File: config.mk
export PLATFORM = sky130hd
export DESIGN_NAME = quiesce_pwr_ctrl
export DESIGN_NICKNAME = d
export VERILOG_FILES = /design/src/rtl/qh_pkg.sv /design/src/rtl/qh_mode_fsm.sv /design/src/rtl/qh_snoop_recovery.sv /design/src/rtl/quiesce_pwr_ctrl.sv
export SDC_FILE = /design/constraint.sdc
export NUM_CORES = 1
export LEC_CHECK = 0
export ABC_AREA = 1
export BUFFER_PORTS_ARGS = -buffer_cell sky130_fd_sc_hd__buf_2
export CORE_AREA = 2 2 39 41
export CTS_BUF_LIST = sky130_fd_sc_hd__clkbuf_4 sky130_fd_sc_hd__clkbuf_8
export DETAILED_ROUTE_END_ITERATION = 8
export DIE_AREA = 0 0 41 43
export PLACE_DENSITY = 0.61
export SLEW_MARGIN = 0
export SYNTH_ARGS = -nofsm -noshare
export SYNTH_HDL_FRONTEND = slang
export SYNTH_SLANG_ARGS = --single-unit
export TNS_END_PERCENT = 100
File: constraint.sdc
create_clock -name clk -period 1 [get_ports clk]
set_input_delay 0.1 -clock clk [delete_from_list [all_inputs] [get_ports clk]]
set_output_delay 0.1 -clock clk [all_outputs]
set_load 0.01 [all_outputs]
File: src/rtl/qh_pkg.sv
package qh_pkg;
  typedef enum logic [1:0] {
    PM_RUN   = 2'b00,
    PM_DOZE  = 2'b01,
    PM_NAP   = 2'b10,
    PM_SLEEP = 2'b11
  } pmode_e;
endpackage

File: src/rtl/qh_mode_fsm.sv
module qh_mode_fsm
  import qh_pkg::*;
(
  input  logic       clk,
  input  logic       rst_n,
  input  logic       mode_stb,
  input  logic [1:0] mode_sel,
  input  logic       wake,
  input  logic       quiesce_ack,
  output pmode_e     mode,
  output logic       quiesce_req,
  output logic       quiet,
  output logic       leave_quiet
);
  pmode_e state_q, state_d;
  pmode_e target_q, target_d;
  logic   ack_ok;

  // the acknowledge counts only while the request is raised
  assign quiesce_req = (state_q != PM_RUN) && target_q[1];
  assign ack_ok      = quiesce_ack && quiesce_req;
  assign quiet       = (state_q == PM_NAP) || (state_q == PM_SLEEP);
  assign leave_quiet = quiet && !((state_d == PM_NAP) || (state_d == PM_SLEEP));
  assign mode        = state_q;

  always_comb begin
    state_d  = state_q;
    target_d = target_q;
    unique case (state_q)
      PM_RUN: begin
        if (mode_stb && mode_sel != 2'b00) begin
          state_d  = PM_DOZE;
          target_d = pmode_e'(mode_sel);
        end
      end
      PM_DOZE: begin
        if (wake) begin
          state_d  = PM_RUN;
          target_d = PM_RUN;
        end else if (mode_stb) begin
          target_d = pmode_e'(mode_sel);
          if (mode_sel == 2'b00) state_d = PM_RUN;
        end else if (target_q[1] && ack_ok) begin
          state_d = target_q;
        end
      end
      default: begin
        if (wake) begin
          state_d  = PM_RUN;
          target_d = PM_RUN;
        end else if (!quiesce_ack) begin
          state_d = PM_DOZE;
        end
      end
    endcase
  end

  always_ff @(posedge clk or negedge rst_n) begin
    if (!rst_n) begin
      state_q  <= PM_RUN;
      target_q <= PM_RUN;
    end else begin
      state_q  <= state_d;
      target_q <= target_d;
    end
  end

  assert_qreq_hold_R6: assert property (@(posedge clk) disable iff (!rst_n)
    quiet |-> quiesce_req);
  assert_entry_needs_ack_R4: assert property (@(posedge clk) disable iff (!rst_n)
    (!quiet && state_d != PM_RUN && state_d != PM_DOZE) |-> (quiesce_req && quiesce_ack));
  assert_ack_drop_R7: assert property (@(posedge clk) disable iff (!rst_n)
    (quiet && !quiesce_ack && !wake) |=> (state_q == PM_DOZE && quiesce_req));
  assert_wake_R9: assert property (@(posedge clk) disable iff (!rst_n)
    (wake && state_q != PM_RUN) |=> (state_q == PM_RUN && !quiesce_req));
  assert_run_idle_R11: assert property (@(posedge clk) disable iff (!rst_n)
    (state_q == PM_RUN && !(mode_stb && mode_sel != 2'b00)) |=> state_q == PM_RUN);
endmodule

File: src/rtl/qh_snoop_recovery.sv
module qh_snoop_recovery #(
  parameter int RECOV_CYC = 3
) (
  input  logic clk,
  input  logic rst_n,
  input  logic quiet,
  input  logic leave_quiet,
  output logic snoop_en
);
  localparam int CW = $clog2(RECOV_CYC + 2);
  localparam logic [CW-1:0] LOAD = CW'(RECOV_CYC);

  logic [CW-1:0] wait_q;

  always_ff @(posedge clk or negedge rst_n) begin
    if (!rst_n)              wait_q <= '0;
    else if (leave_quiet)    wait_q <= LOAD;
    else if (wait_q != '0)   wait_q <= wait_q - 1'b1;
  end

  assign snoop_en = !quiet && (wait_q == '0);

  // count cycles with snooping held off outside a quiescent state
  logic [3:0] low_run_q;
  always_ff @(posedge clk or negedge rst_n) begin
    if (!rst_n)                        low_run_q <= '0;
    else if (snoop_en || quiet)        low_run_q <= '0;
    else if (low_run_q != 4'hF)        low_run_q <= low_run_q + 1'b1;
  end

  assert_snoop_window_R8: assert property (@(posedge clk) disable iff (!rst_n)
    low_run_q < 4'd7);
  assert_snoop_off_quiet_R6: assert property (@(posedge clk) disable iff (!rst_n)
    quiet |-> !snoop_en);
endmodule

File: src/rtl/quiesce_pwr_ctrl.sv
module quiesce_pwr_ctrl
  import qh_pkg::*;
#(
  parameter int RECOV_CYC = 3
) (
  input  logic       clk,
  input  logic       rst_n,
  input  logic       mode_stb,
  input  logic [1:0] mode_sel,
  input  logic       wake,
  input  logic       quiesce_ack,
  output logic       quiesce_req,
  output logic       snoop_en,
  output logic       clk_stop_ok,
  output logic [1:0] pmode
);
  pmode_e mode;
  logic   quiet, leave_quiet;

  qh_mode_fsm u_fsm (
    .clk         (clk),
    .rst_n       (rst_n),
    .mode_stb    (mode_stb),
    .mode_sel    (mode_sel),
    .wake        (wake),
    .quiesce_ack (quiesce_ack),
    .mode        (mode),
    .quiesce_req (quiesce_req),
    .quiet       (quiet),
    .leave_quiet (leave_quiet)
  );

  qh_snoop_recovery #(.RECOV_CYC(RECOV_CYC)) u_recov (
    .clk         (clk),
    .rst_n       (rst_n),
    .quiet       (quiet),
    .leave_quiet (leave_quiet),
    .snoop_en    (snoop_en)
  );

  assign clk_stop_ok = quiet;
  assign pmode       = mode;

  assert_ignore_ack_R5: assert property (@(posedge clk) disable iff (!rst_n)
    (!quiesce_req && pmode == 2'b01 && !mode_stb && !wake) |=> pmode == 2'b01);
  assert_quiet_strobe_R10: assert property (@(posedge clk) disable iff (!rst_n)
    (clk_stop_ok && quiesce_ack && !wake) |=> $stable(pmode));
endmodule

### After elaboration in Yosys (flattened, before gate mapping)

Index checks and enable logic that the tools add are counted.

* $add $sub $neg: 1
* eq/ne operators: 7
* multiplexer cells: 15
* reduce and logical (&&, ||, !) cells: 19

Operators by type and width (count)
* $mux W2: 11
* $eq A2 B2 Y1 const B: 4
* $pmux W2 S2: 2
* $logic_and A1 B1 Y1: 6
* $mux W3: 2
* $reduce_bool A2 Y1: 3
* $reduce_bool A3 Y1: 2
* $logic_not A2 Y1: 2
* $logic_not A3 Y1: 1
* $ne A3 B3 Y1 const B: 1
* $reduce_and A3 Y1: 1
* $sub A3 B1 Y3 const B: 1
* $eq A2 B1 Y1 const B: 1
* $logic_not A1 Y1: 2
* $logic_or A1 B1 Y1: 2
* $ne A2 B1 Y1 const B: 1

* register bits: 7
* bits of input ports: 7
* output and inout bits: 5

### Logic depth before layout (Yosys ltp)

* depth after elaboration: 13
* mapped depth: 6
* depth with buffers taken out: 6

### Hierarchy

Synthesis repeated with hierarchy kept, for this count alone.

* cells, all modules: 72
* area total of the unflattened synthesis: 473.0 µm²

Modules (own cells, without submodules)
* qh_mode_fsm: instances 1, cells each 48, area an instance 289.0 µm²
* qh_snoop_recovery: instances 1, cells each 24, area an instance 183.9 µm²

### Worst setup path after synthesis

No wires, ideal clock.

* path kind: register to register
* start: register u_recov.wait_q[0]
* end: register u_recov.wait_q[2]
* setup time: 0.122 ns
* data arrival time: 0.988 ns
* slack: -0.110 ns
* stages on the path, launching flop included: 7
* path buffers: 0
* period minus slack after synthesis: 1.110 ns
* path through: dfrtp_1 > inv_1 > ha_1 > ha_1 > nor2_1 > a21oi_1 > a21oi_1

* cells in the longest elaborated chain, start to end: 3
* elaborated cells between the ends (all ways): 5

RTL lines
* start, declared: line qh_snoop_recovery.sv:13 `logic [CW-1:0] wait_q;`
* start signal, assigned: line qh_snoop_recovery.sv:18 `else if (wait_q != '0) wait_q <= wait_q - 1'b1;`
* $sub A3 B1 Y3: line qh_snoop_recovery.sv:18
* $mux W3: line qh_snoop_recovery.sv:18
* $mux W3: line qh_snoop_recovery.sv:17 `else if (leave_quiet) wait_q <= LOAD;`

Several ways; a longest one is shown, not always the timed one. The select of a mux whose other input is x is not followed.
A chain may end at the register's enable or synchronous reset.

### Worst setup path in the final report

* start: register u_recov.wait_q[1]
* end: output port snoop_en

* cells in the longest elaborated chain, start to end: 2

RTL lines
* $logic_not A3 Y1: line qh_snoop_recovery.sv:21 `assign snoop_en = !quiet && (wait_q == '0);`
* $logic_and A1 B1 Y1: line qh_snoop_recovery.sv:21
* end, declared: line quiesce_pwr_ctrl.sv:13 `output logic snoop_en,`

No other way between the ends.

==> metrics.txt <==
result of the run=finished with violations; violated checks=negative setup slack; TritonRoute pass-1 iters=4; Ports=12; worst-path cell chain=inv_2 -> ha_4 -> ha_4 -> inv_2 -> nor2_2 -> buf_2; post-synthesis sequential area ratio=38.3%; first-pass GRT wire length=1.70 mm; DR DRC count=0; DRT iter0 DRCs=5; worst hold path type=input pin to register; Synth Net Count=73; slew margin rel.=74.7%; largest net degree at the start of global routing=8; Tot GR Track Use=14.9%; Final Hold Viols=0; share of cells above drive strength 1=60.0%; top-area cell type share of the netlist area=38.3%; IO buf count=11; Power per Cell Area=2230 mW/mm²; TritonCTS Sinks=7; post-layout min period=1.28 ns; # fillers=146; Power, Total=0.00171 W; Critical R2R Launch=u_recov.wait_q[1]; core area=0.00138 mm²; cell area after synthesis=458 µm²; Ant. Diodes=0; Post-synth top cells=nand2_1 (14), inv_1 (10), nor2_1 (9), dfrtp_1 (7), nand4_1 (4); FFs w/ async S/R, synth=100%; RSZ-0062 raised after global routing=true; Fmax achieved=782 MHz; fin cells=101; vias in the first global route=432; Clock Latency Late Sink=0.25 ns; Final Skew=0.00313 ns; cell family with most CP delay=flip-flops; Crit Path Class=register to output pin; DP Worst Slack=-0.147 ns; CP endpoint kind=output pin; die height=43 µm; placed insts=90; dominant synthesized flop cell=dfrtp_1; Starting Density=33.1%; clock slew at reported path FFs=0.05 ns; WHS=0.138 ns; largest stage delay on the critical path=0.38 ns; required time of the critical path=0.90 ns; post-route setup slack=-0.279 ns; detailed placer's ending HPWL=743 µm; count leader, synth=nand2_1; Synth area leader=dfrtp_1; root buffer cell=clkbuf_4; R2R setup slack=-0.25 ns; Crit-path slowest cell=dfrtp_1; vias per cell=4.80; clock buffer count from CTS=3; GPL Wtd Cong=0.716; YS warnings=0; leakage=0.382 nW; area grow syn2layout=67.2%; die area=0.00176 mm²; Worst R2R Path Depth=7; worst-margin pin slew=0.379 ns; RR Endpoint=u_recov.wait_q[2]; grt total ovfl=0; Max Fanout on Critical Path=2; Final period util=128%; Area contributors post-synth=dfrtp_1 (38%), nand2_1 (11%), inv_1 (8.2%); wire per inst=12.2 µm; Crit. path cell count=6; Die X-Extent=41 µm; Peak VDD IR=0.760 mV; fin nets=95; Final Max Slew Viols=0; Mapped Avg Cell Area=7.16 µm²; Crit path buffers/inverters=3; setup violators final=11; CP Launch Type=register; CTS tree=yes; worst setup path start=u_recov.wait_q[1]; Max Cap Viol=0; H-tree depth=1; crit path to=snoop_en; final antenna-violating net count=0; Post-synth EDFFs=0; row cnt=14; via count=485; Yosys reg bits=7; crit path DAT=1.18 ns; Setup TNS=-1.36 ns; final wirelength=1.23 mm; Synth cell types=19; initial antenna violation count=0; Syn Inst Count=64; Clock Tree Buf Depth=2
## per-layer routing
| metal | wire [µm] | track usage, % |
|---|---|---|
| met1 | 475 | 16.2 |
| met5 | 0 | 0 |
| met2 | 732 | 24.1 |
| met3 | 22 | 1.57 |
| met4 | 0 | 12.0 |
## cell type report
cell class | count | area [µm²] | area share, %
clock buffers | 4 | 30.0 | 3.92
well taps | 16 | 20.0 | 2.61
repair buffers | 19 | 155 | 20.3
inverters | 12 | 52.6 | 6.86
flip-flops and latches | 7 | 178 | 23.2
multi-input cells | 43 | 330 | 43.1
## worst reg2reg max path: cells and delay by family (launching register included)
kind,cells,cell delay [ns]
flops,1,0.36
buf+inv,3,0.31
fa+ha+maj,2,0.31
compound gates,2,0.18
## where the power goes
part	total [W]	switching, W	internal (W)
registers	0.000457	0.0000719	0.000385
clock network	0.000282	0.000102	0.000179
logic	0.000971	0.000474	0.000497
total	0.00171	0.000648	0.00106
## per-stage QoR
step,utilization [%],cell area (µm²)
2_1_floorplan,-,478
3_3_place_gp,39.4,546
3_5_place_dp,39.4,546
4_1_cts,49.8,689
5_1_grt,55.3,766
6_report,55.3,766
## how the worst min path moves through the flow
stage | start | endpoint | slack [ns] | depth (start not counted)
finish | quiesce_ack | u_fsm.mode[1] | 0.14 | 3
global route | quiesce_ack | u_fsm.mode[1] | 0.17 | 3
CTS | quiesce_ack | u_fsm.mode[1] | 0.13 | 3
detailed placement | rst_n | u_fsm.target_q[0] | -0.06 | 1
global placement | rst_n | u_fsm.target_q[0] | -0.06 | 1
floorplan | rst_n | u_fsm.mode[0] | -0.20 | 0
## cells in the final DEF (no fill, tap or decap), types with 3 or more instances in the layout
| master | instances |
|---|---|
| nand4_1 | 4 |
| nor2_1 | 4 |
| buf_2 | 8 |
| inv_2 | 4 |
| dfrtp_1 | 5 |
| nand2_1 | 10 |
| buf_6 | 8 |
| inv_1 | 6 |
| nor2_2 | 4 |
| clkbuf_4 | 4 |
| nand3_2 | 3 |
## timing repair
action / CTS / global route
buffers inserted: 4 / 2
hold buffers: 1 / 0
endpoints found under the setup margin: 10 / 12
endpoints found under the hold margin: 7 / 0
resized for setup: 20 / 17
pin swaps: 7 / 11
gates cloned: 0 / 0
## cells by family (layout without fill, tap and decap cells)
logic type / count (synthesis) / after routing / synth area share [%]
AO/OA/AOI/OAI: 8 / 8 / 10.9
adder cells (fa/ha/maj): 2 / 2 / 5.46
buffers and inverters: 14 / 35 / 13.1
flip-flops: 7 / 7 / 38.3
AND/OR/NAND/NOR: 33 / 33 / 32.2
## flip-flops by register name, summed over array words and instances, names as in the netlist
name and count:
u_fsm.target_q 2, u_recov.wait_q 3, u_fsm.mode 2
Note: power is estimated with default switching activity, not from simulation.
